File: config.mk
export PLATFORM = sky130hd
export DESIGN_NAME = addr_spec_decoder
export DESIGN_NICKNAME = d
export VERILOG_FILES = /design/src/rtl/asd_pkg.sv /design/src/rtl/asd_rst_sync.sv /design/src/rtl/asd_seq.sv /design/src/rtl/asd_disp.sv /design/src/rtl/asd_agen.sv /design/src/rtl/addr_spec_decoder.sv
export SDC_FILE = /design/constraint.sdc
export NUM_CORES = 1
export LEC_CHECK = 0
export ABC_AREA = 1
export BUFFER_PORTS_ARGS = -buffer_cell sky130_fd_sc_hd__buf_2
export CAP_MARGIN = 30
export CORE_AREA = 2 2 121 100
export DETAILED_ROUTE_END_ITERATION = 7
export DIE_AREA = 0 0 123 102
export PLACE_DENSITY = 0.84
export SLEW_MARGIN = 20
export SYNTH_ARGS = -nofsm -noshare
export SYNTH_HDL_FRONTEND = slang
export SYNTH_SLANG_ARGS = --single-unit
File: constraint.sdc
create_clock -name clk -period 9.28 [get_ports clk]
set_clock_uncertainty 0.05 [all_clocks]
set_input_delay 1.856 -clock clk [delete_from_list [all_inputs] [get_ports clk]]
set_output_delay 1.856 -clock clk [all_outputs]
set_load 0.005 [all_outputs]
File: src/rtl/asd_pkg.sv
`timescale 1ns/1ps
package asd_pkg;

  typedef enum logic [1:0] {
    ST_MODE = 2'd0,
    ST_SIB  = 2'd1,
    ST_DISP = 2'd2,
    ST_DONE = 2'd3
  } asd_state_e;

  typedef struct packed {
    logic [1:0] md;
    logic [2:0] rg;
    logic [2:0] rm;
  } modrm_t;

  typedef struct packed {
    logic [1:0] scale;
    logic [2:0] index;
    logic [2:0] base;
  } sib_t;

  localparam logic [1:0] MOD_IND = 2'b00;
  localparam logic [1:0] MOD_D8  = 2'b01;
  localparam logic [1:0] MOD_D32 = 2'b10;
  localparam logic [1:0] MOD_REG = 2'b11;

  localparam logic [2:0] RM_SIB    = 3'b100;
  localparam logic [2:0] RM_NOBASE = 3'b101;
  localparam logic [2:0] IDX_NONE  = 3'b100;

endpackage

File: src/rtl/asd_rst_sync.sv
`timescale 1ns/1ps
module asd_rst_sync #(
  parameter int STAGES = 2
) (
  input  logic clk,
  input  logic rst_n,
  output logic rst_n_sync
);

  logic [STAGES-1:0] sync_q;

  always_ff @(posedge clk or negedge rst_n) begin
    if (!rst_n) begin
      sync_q <= '0;
    end else begin
      sync_q <= {sync_q[STAGES-2:0], 1'b1};
    end
  end

  assign rst_n_sync = sync_q[STAGES-1];

endmodule

File: src/rtl/asd_seq.sv
`timescale 1ns/1ps
module asd_seq
  import asd_pkg::*;
#(
  parameter int ADDR_W = 32,
  localparam int DISP_BYTES = ADDR_W / 8,
  localparam int BCW = (DISP_BYTES > 1) ? $clog2(DISP_BYTES) : 1
) (
  input  logic           clk,
  input  logic           rst_n,
  input  logic           in_valid,
  input  logic [7:0]     in_data,
  output logic           in_ready,
  output logic           done_o,
  output modrm_t         mode_o,
  output sib_t           sib_o,
  output logic           has_sib_o,
  output logic           disp_clr_o,
  output logic           disp_we_o,
  output logic [BCW-1:0] disp_idx_o
);

  localparam logic [BCW-1:0] IDX_LAST = BCW'(DISP_BYTES - 1);

  asd_state_e     state_q, state_d;
  modrm_t         mode_q;
  sib_t           sib_q;
  logic           has_sib_q, has_sib_d;
  logic [BCW-1:0] idx_q, idx_d;
  logic [BCW-1:0] last_q, last_d;
  logic           accept;
  logic           mode_en, sib_en;
  modrm_t         mb;
  sib_t           sb;

  assign in_ready = (state_q != ST_DONE);
  assign accept   = in_valid && in_ready;
  assign mode_en  = accept && (state_q == ST_MODE);
  assign sib_en   = accept && (state_q == ST_SIB);
  assign mb       = modrm_t'(in_data);
  assign sb       = sib_t'(in_data);

  // next-state process
  always_comb begin
    state_d   = state_q;
    has_sib_d = has_sib_q;
    idx_d     = idx_q;
    last_d    = last_q;
    unique case (state_q)
      ST_MODE: begin
        if (accept) begin
          has_sib_d = 1'b0;
          idx_d     = '0;
          if (mb.md == MOD_REG) begin
            state_d = ST_DONE;
          end else if (mb.rm == RM_SIB) begin
            state_d   = ST_SIB;
            has_sib_d = 1'b1;
          end else if (mb.md == MOD_D8) begin
            state_d = ST_DISP;
            last_d  = '0;
          end else if (mb.md == MOD_D32 || mb.rm == RM_NOBASE) begin
            state_d = ST_DISP;
            last_d  = IDX_LAST;
          end else begin
            state_d = ST_DONE;
          end
        end
      end
      ST_SIB: begin
        if (accept) begin
          idx_d = '0;
          if (mode_q.md == MOD_D8) begin
            state_d = ST_DISP;
            last_d  = '0;
          end else if (mode_q.md == MOD_D32 || sb.base == RM_NOBASE) begin
            state_d = ST_DISP;
            last_d  = IDX_LAST;
          end else begin
            state_d = ST_DONE;
          end
        end
      end
      ST_DISP: begin
        if (accept) begin
          if (idx_q == last_q) begin
            state_d = ST_DONE;
          end else begin
            idx_d = idx_q + 1'b1;
          end
        end
      end
      default: begin
        state_d = ST_MODE;
      end
    endcase
  end

  // register process
  always_ff @(posedge clk or negedge rst_n) begin
    if (!rst_n) begin
      state_q   <= ST_MODE;
      mode_q    <= '0;
      sib_q     <= '0;
      has_sib_q <= 1'b0;
      idx_q     <= '0;
      last_q    <= '0;
    end else begin
      state_q   <= state_d;
      has_sib_q <= has_sib_d;
      idx_q     <= idx_d;
      last_q    <= last_d;
      if (mode_en) begin
        mode_q <= mb;
      end
      if (sib_en) begin
        sib_q <= sb;
      end
    end
  end

  assign done_o     = (state_q == ST_DONE);
  assign mode_o     = mode_q;
  assign sib_o      = sib_q;
  assign has_sib_o  = has_sib_q;
  assign disp_clr_o = mode_en;
  assign disp_we_o  = accept && (state_q == ST_DISP);
  assign disp_idx_o = idx_q;

  // the result strobe lasts one cycle
  a_r1_single_pulse: assert property (@(posedge clk) disable iff (!rst_n)
    done_o |=> !done_o);

  // no byte is requested while the result is shown
  a_r1_no_ready_in_result: assert property (@(posedge clk) disable iff (!rst_n)
    done_o |-> !in_ready);

  // the scale/index/base byte is only expected directly after a mode byte
  a_r8_sib_after_mode: assert property (@(posedge clk) disable iff (!rst_n)
    (state_q == ST_SIB) |-> ($past(state_q) == ST_MODE || $past(state_q) == ST_SIB));

  // the displacement lane index stays within the announced length
  a_r10_lane_bound: assert property (@(posedge clk) disable iff (!rst_n)
    (state_q == ST_DISP) |-> (idx_q <= last_q));

endmodule

File: src/rtl/asd_disp.sv
`timescale 1ns/1ps
module asd_disp #(
  parameter int ADDR_W = 32,
  localparam int DISP_BYTES = ADDR_W / 8,
  localparam int BCW = (DISP_BYTES > 1) ? $clog2(DISP_BYTES) : 1
) (
  input  logic              clk,
  input  logic              rst_n,
  input  logic              clr_i,
  input  logic              we_i,
  input  logic [BCW-1:0]    idx_i,
  input  logic [7:0]        byte_i,
  output logic [ADDR_W-1:0] disp_o
);

  for (genvar g = 0; g < DISP_BYTES; g++) begin : g_lane
    logic [7:0] lane_q;
    logic       lane_en;

    assign lane_en = we_i && (idx_i == BCW'(g));

    always_ff @(posedge clk or negedge rst_n) begin
      if (!rst_n) begin
        lane_q <= '0;
      end else if (clr_i) begin
        lane_q <= '0;
      end else if (lane_en) begin
        lane_q <= byte_i;
      end
    end

    assign disp_o[g*8 +: 8] = lane_q;
  end

  // starting a new specifier leaves no stale displacement behind
  a_r11_disp_cleared: assert property (@(posedge clk) disable iff (!rst_n)
    clr_i |=> (disp_o == '0));

endmodule

File: src/rtl/asd_agen.sv
`timescale 1ns/1ps
module asd_agen
  import asd_pkg::*;
#(
  parameter int ADDR_W = 32
) (
  input  modrm_t            mode_i,
  input  sib_t              sib_i,
  input  logic              has_sib_i,
  input  logic [ADDR_W-1:0] disp_i,
  output logic [2:0]        base_sel_o,
  input  logic [ADDR_W-1:0] base_data_i,
  output logic [2:0]        index_sel_o,
  input  logic [ADDR_W-1:0] index_data_i,
  output logic              is_mem_o,
  output logic [ADDR_W-1:0] addr_o
);

  logic              no_base;
  logic              use_index;
  logic [ADDR_W-1:0] base_term;
  logic [ADDR_W-1:0] index_term;
  logic [ADDR_W-1:0] disp_term;

  assign base_sel_o  = has_sib_i ? sib_i.base : mode_i.rm;
  assign index_sel_o = sib_i.index;
  assign is_mem_o    = (mode_i.md != MOD_REG);

  assign no_base   = (mode_i.md == MOD_IND) && (base_sel_o == RM_NOBASE);
  assign use_index = has_sib_i && (sib_i.index != IDX_NONE);

  assign base_term  = no_base ? '0 : base_data_i;
  assign index_term = use_index ? (index_data_i << sib_i.scale) : '0;
  assign disp_term  = (mode_i.md == MOD_D8) ? {{(ADDR_W-8){disp_i[7]}}, disp_i[7:0]} : disp_i;

  assign addr_o = is_mem_o ? (base_term + index_term + disp_term) : '0;

endmodule

File: src/rtl/addr_spec_decoder.sv
`timescale 1ns/1ps
module addr_spec_decoder
  import asd_pkg::*;
#(
  parameter int ADDR_W = 32,
  localparam int DISP_BYTES = ADDR_W / 8,
  localparam int BCW = (DISP_BYTES > 1) ? $clog2(DISP_BYTES) : 1
) (
  input  logic              clk,
  input  logic              rst_n,
  input  logic              in_valid,
  input  logic [7:0]        in_data,
  output logic              in_ready,
  output logic [2:0]        rf_base_sel,
  input  logic [ADDR_W-1:0] rf_base_data,
  output logic [2:0]        rf_index_sel,
  input  logic [ADDR_W-1:0] rf_index_data,
  output logic              out_valid,
  output logic              out_is_mem,
  output logic [2:0]        out_reg_sel,
  output logic [2:0]        out_rm_reg,
  output logic [ADDR_W-1:0] out_addr
);

  logic              rst_n_sync;
  modrm_t            mode;
  sib_t              sib;
  logic              has_sib;
  logic              disp_clr;
  logic              disp_we;
  logic [BCW-1:0]    disp_idx;
  logic [ADDR_W-1:0] disp;

  asd_rst_sync #(.STAGES(2)) u_rst_sync (
    .clk        (clk),
    .rst_n      (rst_n),
    .rst_n_sync (rst_n_sync)
  );

  asd_seq #(.ADDR_W(ADDR_W)) u_seq (
    .clk        (clk),
    .rst_n      (rst_n_sync),
    .in_valid   (in_valid),
    .in_data    (in_data),
    .in_ready   (in_ready),
    .done_o     (out_valid),
    .mode_o     (mode),
    .sib_o      (sib),
    .has_sib_o  (has_sib),
    .disp_clr_o (disp_clr),
    .disp_we_o  (disp_we),
    .disp_idx_o (disp_idx)
  );

  asd_disp #(.ADDR_W(ADDR_W)) u_disp (
    .clk    (clk),
    .rst_n  (rst_n_sync),
    .clr_i  (disp_clr),
    .we_i   (disp_we),
    .idx_i  (disp_idx),
    .byte_i (in_data),
    .disp_o (disp)
  );

  asd_agen #(.ADDR_W(ADDR_W)) u_agen (
    .mode_i       (mode),
    .sib_i        (sib),
    .has_sib_i    (has_sib),
    .disp_i       (disp),
    .base_sel_o   (rf_base_sel),
    .base_data_i  (rf_base_data),
    .index_sel_o  (rf_index_sel),
    .index_data_i (rf_index_data),
    .is_mem_o     (out_is_mem),
    .addr_o       (out_addr)
  );

  assign out_reg_sel = mode.rg;
  assign out_rm_reg  = mode.rm;

  // a register operand never carries an address
  a_r2_reg_addr_zero: assert property (@(posedge clk) disable iff (!rst_n_sync)
    (out_valid && !out_is_mem) |-> (out_addr == '0));

endmodule

After elaboration in Yosys (flattened, before gate mapping)
Index checks and enable logic that the tools add are counted.
{ "totals": {"regBits": 57, "input_bits": 75, "output_inout_bits": 47} }
{ "classes": {"n_addsub": 3, "n_eq_ne": 28, "shifts": 1, "mux": 39, "n_reduce_logical": 26} }
{ "op_table": {"columns": ["cell", "n"], "rows": [
  ["$mux 32", 4],
  ["$add 32x32->32", 2],
  ["$mux 8", 8],
  ["$mux 2", 19],
  ["$shl 32x2->32", 1],
  ["$eq 2x2->1 const B", 7],
  ["$reduce_bool 2->1", 6],
  ["$logic_and 1x1->1", 10],
  ["$ne 2x1->1 const B", 5],
  ["$ne 2x2->1 const B", 5],
  ["$eq 3x3->1 const B", 3],
  ["$eq 2x1->1 const B", 4],
  ["$pmux 2 s2", 2],
  ["$reduce_and 4->1", 2],
  ["$reduce_and 7->1", 1],
  ["$logic_not 2->1", 3],
  ["$ne 3x3->1 const B", 2],
  ["$pmux 2 s3", 1],
  ["$mux 1", 4],
  ["$mux 3", 1],
  ["$ne 3x2->1 const B", 1],
  ["$add 2x1->2 const B", 1],
  ["$eq 2x2->1", 1],
  ["$logic_or 1x1->1", 2],
  ["2 further kinds", 2]
]} }

Longest topological paths before layout
{ "logic_depth": {"word_depth": 8, "mapped_depth": 21, "depth_no_buf": 21} }

By module
Synthesis repeated with hierarchy kept, for this count alone.
{ "hier_totals": {"cells_unflattened": 1133, "hier_area_um2": 7020.5} }
{ "by_module_without_submodules": {"columns": ["mod", "n_inst", "cells_each", "area_per_inst_um2"], "rows": [
  ["asd_agen", 1, 835, 4351.7],
  ["asd_disp", 1, 163, 1446.4],
  ["asd_seq", 1, 132, 1168.6],
  ["asd_rst_sync", 1, 3, 53.8]
]} }

Worst setup path after synthesis
Ideal clock, no wire load.
{ "synth_timing": {"path_kind": "input -> output", "from": "in rf_index_data[0]", "to": "out out_addr[23]", "arrival_time_ns": 4.111, "slack_ns": 3.263, "cell_stages": 18, "path_buffers": 0, "cell_sequence": "inv_1 nand2_1 o21ai_0 nor3_1 fa_1 ha_1 fa_1 nand2_1 nand2_1 nand3b_1 nand2_1 nand2_1 nand2_2 nand2_1 nand3_1 nand2_1 inv_1 nor2_1"} }
{ "synth_via": {"elab_chain_cells": 5} }
{ "synth_rtl": {"columns": ["item", "line_no", "text"], "rows": [
  ["start, declared", "addr_spec_decoder.sv:17", "input logic [ADDR_W-1:0] rf_index_data,"],
  ["$shl 32x2->32", "asd_agen.sv:33", "assign index_term = use_index ? (index_data_i << sib_i.scale) : '0;"],
  ["$mux 32", "asd_agen.sv:33", null],
  ["$add 32x32->32 (2 in series)", "asd_agen.sv:36", "assign addr_o = is_mem_o ? (base_term + index_term + disp_term) : '0;"],
  ["$mux 32", "asd_agen.sv:36", null],
  ["end, declared", "addr_spec_decoder.sv:22", "output logic [ADDR_W-1:0] out_addr"]
]} }
No other way between the ends.

Final worst setup path
{ "layout_timing": {"from": "in rf_index_data[0]", "to": "out out_addr[31]"} }
Same word-level chain as after synthesis.

==> results.txt <==
status - finished clean
worst-path maximum fanout - 4
Mapped Cells - 1034
placed inst area - 7239 µm²
final hold slack - 314.2 ps
endpoints failing setup - 0
area grow syn2layout - 11.98%
Crit-path slowest cell - fa_1
CTS Buf Count - 5
Hold Path Origin - u_rst_sync.sync_q[0]$_DFF_PN0_
final max-slew violation count - 0
CTS Hold Buffers Added - 0
Setup crit start - rf_index_data[0]
Clock Latency Late Sink - 300 ps
initial antenna violation count - 1
design area - 7427 µm²
EDFF count, synth - 0
CP Capture Type - primary output
# H-tree levels - 2
DR iter-0 viols - 657
asr flop ratio synth - 1.000
pin count of the biggest net entering global routing - 55
setup TNS - 0 ps
maximum vdd ir drop - 218.1 µV
Reg-to-Reg Start - u_seq.state_q[0]$_DFFE_PN0P_
ys flop type - dfrtp_1
Synth area leader - dfrtp_1
CP dominant cell by count - nand2_1
CTS Buffer Depth - 2
measured slew at the worst slew-check pin - 870.9 ps
Synth Net Count - 1179
post-synthesis area per instance - 6.415 µm²
All-Layer GR Usage - 0.3110
Die Span Y - 102 µm
Critical Path RT - 7370 ps
YS warnings - 0
drt first pass iters - 5
Crit Path Class - input port to primary output
Pwr per Cell Area - 427.1 nW/µm²
port buffer count - 121
Yosys reg bits - 56
share of cells above drive strength 1 - 0.1479
CTS tree - yes
leading post-synthesis cells by cell area - dfrtp_1 21%, nand2_1 17%, fa_1 9.7%, inv_1 8.4%, o21ai_0 8.2%
row cnt - 35
Starting Density - 0.5870
final wirelength - 18.84 mm
vias in the first global route - 6311
final hold violation count - 0
sequential-to-total area share from yosys stat - 0.2113
final net count - 1273
IO Count - 122
min Tclk post-route - 6534 ps
fillers - 1047
DRC viols - 0
Hold Path Class - register to register
Setup Fix Bufs, Post-CTS - 0
Placer Congestion - 0.9907
Worst setup SP type - input port
RSZ-0062 raised after global routing - false
Leakage Power - 4.209 nW
crit-path cells - buf_2 -> inv_1 -> nand2_1 -> o21ai_0 -> nor3_1 -> fa_1 -> ha_1 -> fa_1 -> nand2_1 -> nand2_1 -> nand3b_1 -> nand2_1 -> nand2_1 -> nand2_2 -> nand2_1 -> nand2_1 -> nand2_1 -> nand2_1 -> nor2_2 -> buf_2
Max Freq - 153.0 MHz
Max-slew headroom - 0.4188
die area - 12550 µm²
first-pass GRT wire length - 30.61 mm
crit share post-route - 0.7041
core area - 11300 µm²
clk slew on worst S/H paths - 70 ps
share of the synthesized area in the top cell type - 0.2113
Root Buffer - clkbuf_16
Netlist cell types - 42
DR WL/cell - 14.74 µm
CP arrival - 4630 ps
hpwl dp - 15.28 mm
fin util - 0.6574
Congestion Overflow GR - 0
Vias/cell - 5.523
CTS sink cnt - 56
DIE WIDTH - 123 µm
post-cts sizing count - 0
Antenna Nets Post-Route - 0
crit-path max cell delay - 470 ps
Max-cap violations - 0
Mapped Area - 6633 µm²
Vias - 7058
worst max-delay path: cells and delay by family:
kind	cells	cell delay, ps
AO/OA/AOI/OAI	1	110
adder cells (fa/ha/maj)	3	1160
buffers and inverters	3	240
AND/OR/NAND/NOR	13	1270
per-layer routing:
| metal | vias up | routed length, µm | track usage |
|---|---|---|---|
| met4 | 0 | 480 | 0.07955 |
| met1 | 3150 | 8170 | 0.4430 |
| met3 | 46 | 2314 | 0.07199 |
| met2 | 394 | 7874 | 0.4815 |
| met5 | - | 0 | 0 |
| li1 | 3468 | - | - |
where the power goes:
group | total (W) | internal, W | switching [W]
Sequential | 0.000402 | 0.000327 | 0.0000754
Combinational | 0.00258 | 0.000945 | 0.00164
Clock | 0.000190 | 0.000101 | 0.0000888
Total | 0.00317 | 0.00137 | 0.00180
worst paths after layout:
kind,depth (start not counted),slack [ps],endpoint
hold reg to reg,0,310,u_rst_sync.sync_q[1]$_DFF_PN0_
max in group asynchronous,1,7780,u_rst_sync.sync_q[1]$_DFF_PN0_
min in group asynchronous,1,340,u_disp.g_lane[1].lane_q[6]$_DFFE_PN0P_
setup / recovery,20,2750,out_addr[31]
setup reg to reg,7,6870,u_disp.g_lane[1].lane_q[3]$_DFFE_PN0P_
hold / removal,0,310,u_rst_sync.sync_q[1]$_DFF_PN0_
cell families (layout without fill, tap and decap cells):
family | Yosys count | after routing | share of synthesized area
buffers and inverters | 197 | 292 | 0.1207
AND/OR/NAND/NOR | 502 | 502 | 0.3162
XOR/XNOR | 3 | 3 | 0.003962
adder cells (fa/ha/maj) | 70 | 70 | 0.1683
other | 1 | 2 | 0.0005654
multiplexers | 19 | 19 | 0.02867
flip-flops | 56 | 56 | 0.2113
AO/OA/AOI/OAI | 186 | 186 | 0.1503
synth_stat cells (4+ instances only):
cell type  count
nor2_2         5
buf_2         10
o21bai_1      10
inv_1        149
dfrtp_1       56
nand3_1       74
nor3_1         7
nand4_1        6
clkbuf_1      17
nor2_1        96
fa_1          32
a21oi_1       51
ha_1          38
buf_4          9
nand2_2        9
o21ai_0      109
mux2i_1       19
inv_2          6
o21a_1         4
nand2_1      292
area by class of cell:
type	count	area [µm²]	area share
Antenna cell	1	2.502	0.0003369
Multi-Input combinational cell	781	4434	0.5970
Tap cell	148	185.2	0.02493
Clock inverter	3	22.52	0.003032
Inverter	157	589.3	0.07935
Sequential cell	56	1403	0.1888
Timing Repair Buffer	127	665.6	0.08962
Clock buffer	5	125.1	0.01685
cells in the final DEF, fill, tap and decap left out, types with 7 or more instances in the layout:
cell,synthesis,layout
nor3_1,7,7
nand2_1,292,292
nand3_1,74,74
ha_1,38,38
o21ai_0,109,109
nor2_1,96,96
buf_2,10,121
inv_1,149,149
dfrtp_1,56,55
o21bai_1,10,10
fa_1,32,32
a21oi_1,51,50
mux2i_1,19,19
nand2_2,9,9
sequential cells by signal, indices dropped and copies added, names as in the netlist:
register,flops
u_disp.g_lane.lane_q,32
u_rst_sync.sync_q,2
u_seq.disp_idx_o,2
u_seq.has_sib_o,1
u_seq.last_q,1
u_seq.mode_o,8
u_seq.sib_o,8
u_seq.state_q,2
stage by stage:
step / power (W) / setup WS [ps] / cells
after global placement: 0.002892 / 2825 / 1266
after detailed placement: 0.002929 / 2755 / 1266
after global routing: 0.003555 / 2428 / 1278
after floorplan: 0.002206 / 3263 / 1034
after CTS: 0.003131 / 2755 / 1274
final: 0.003172 / 2746 / 1278
(Power assumes the default switching activity.)
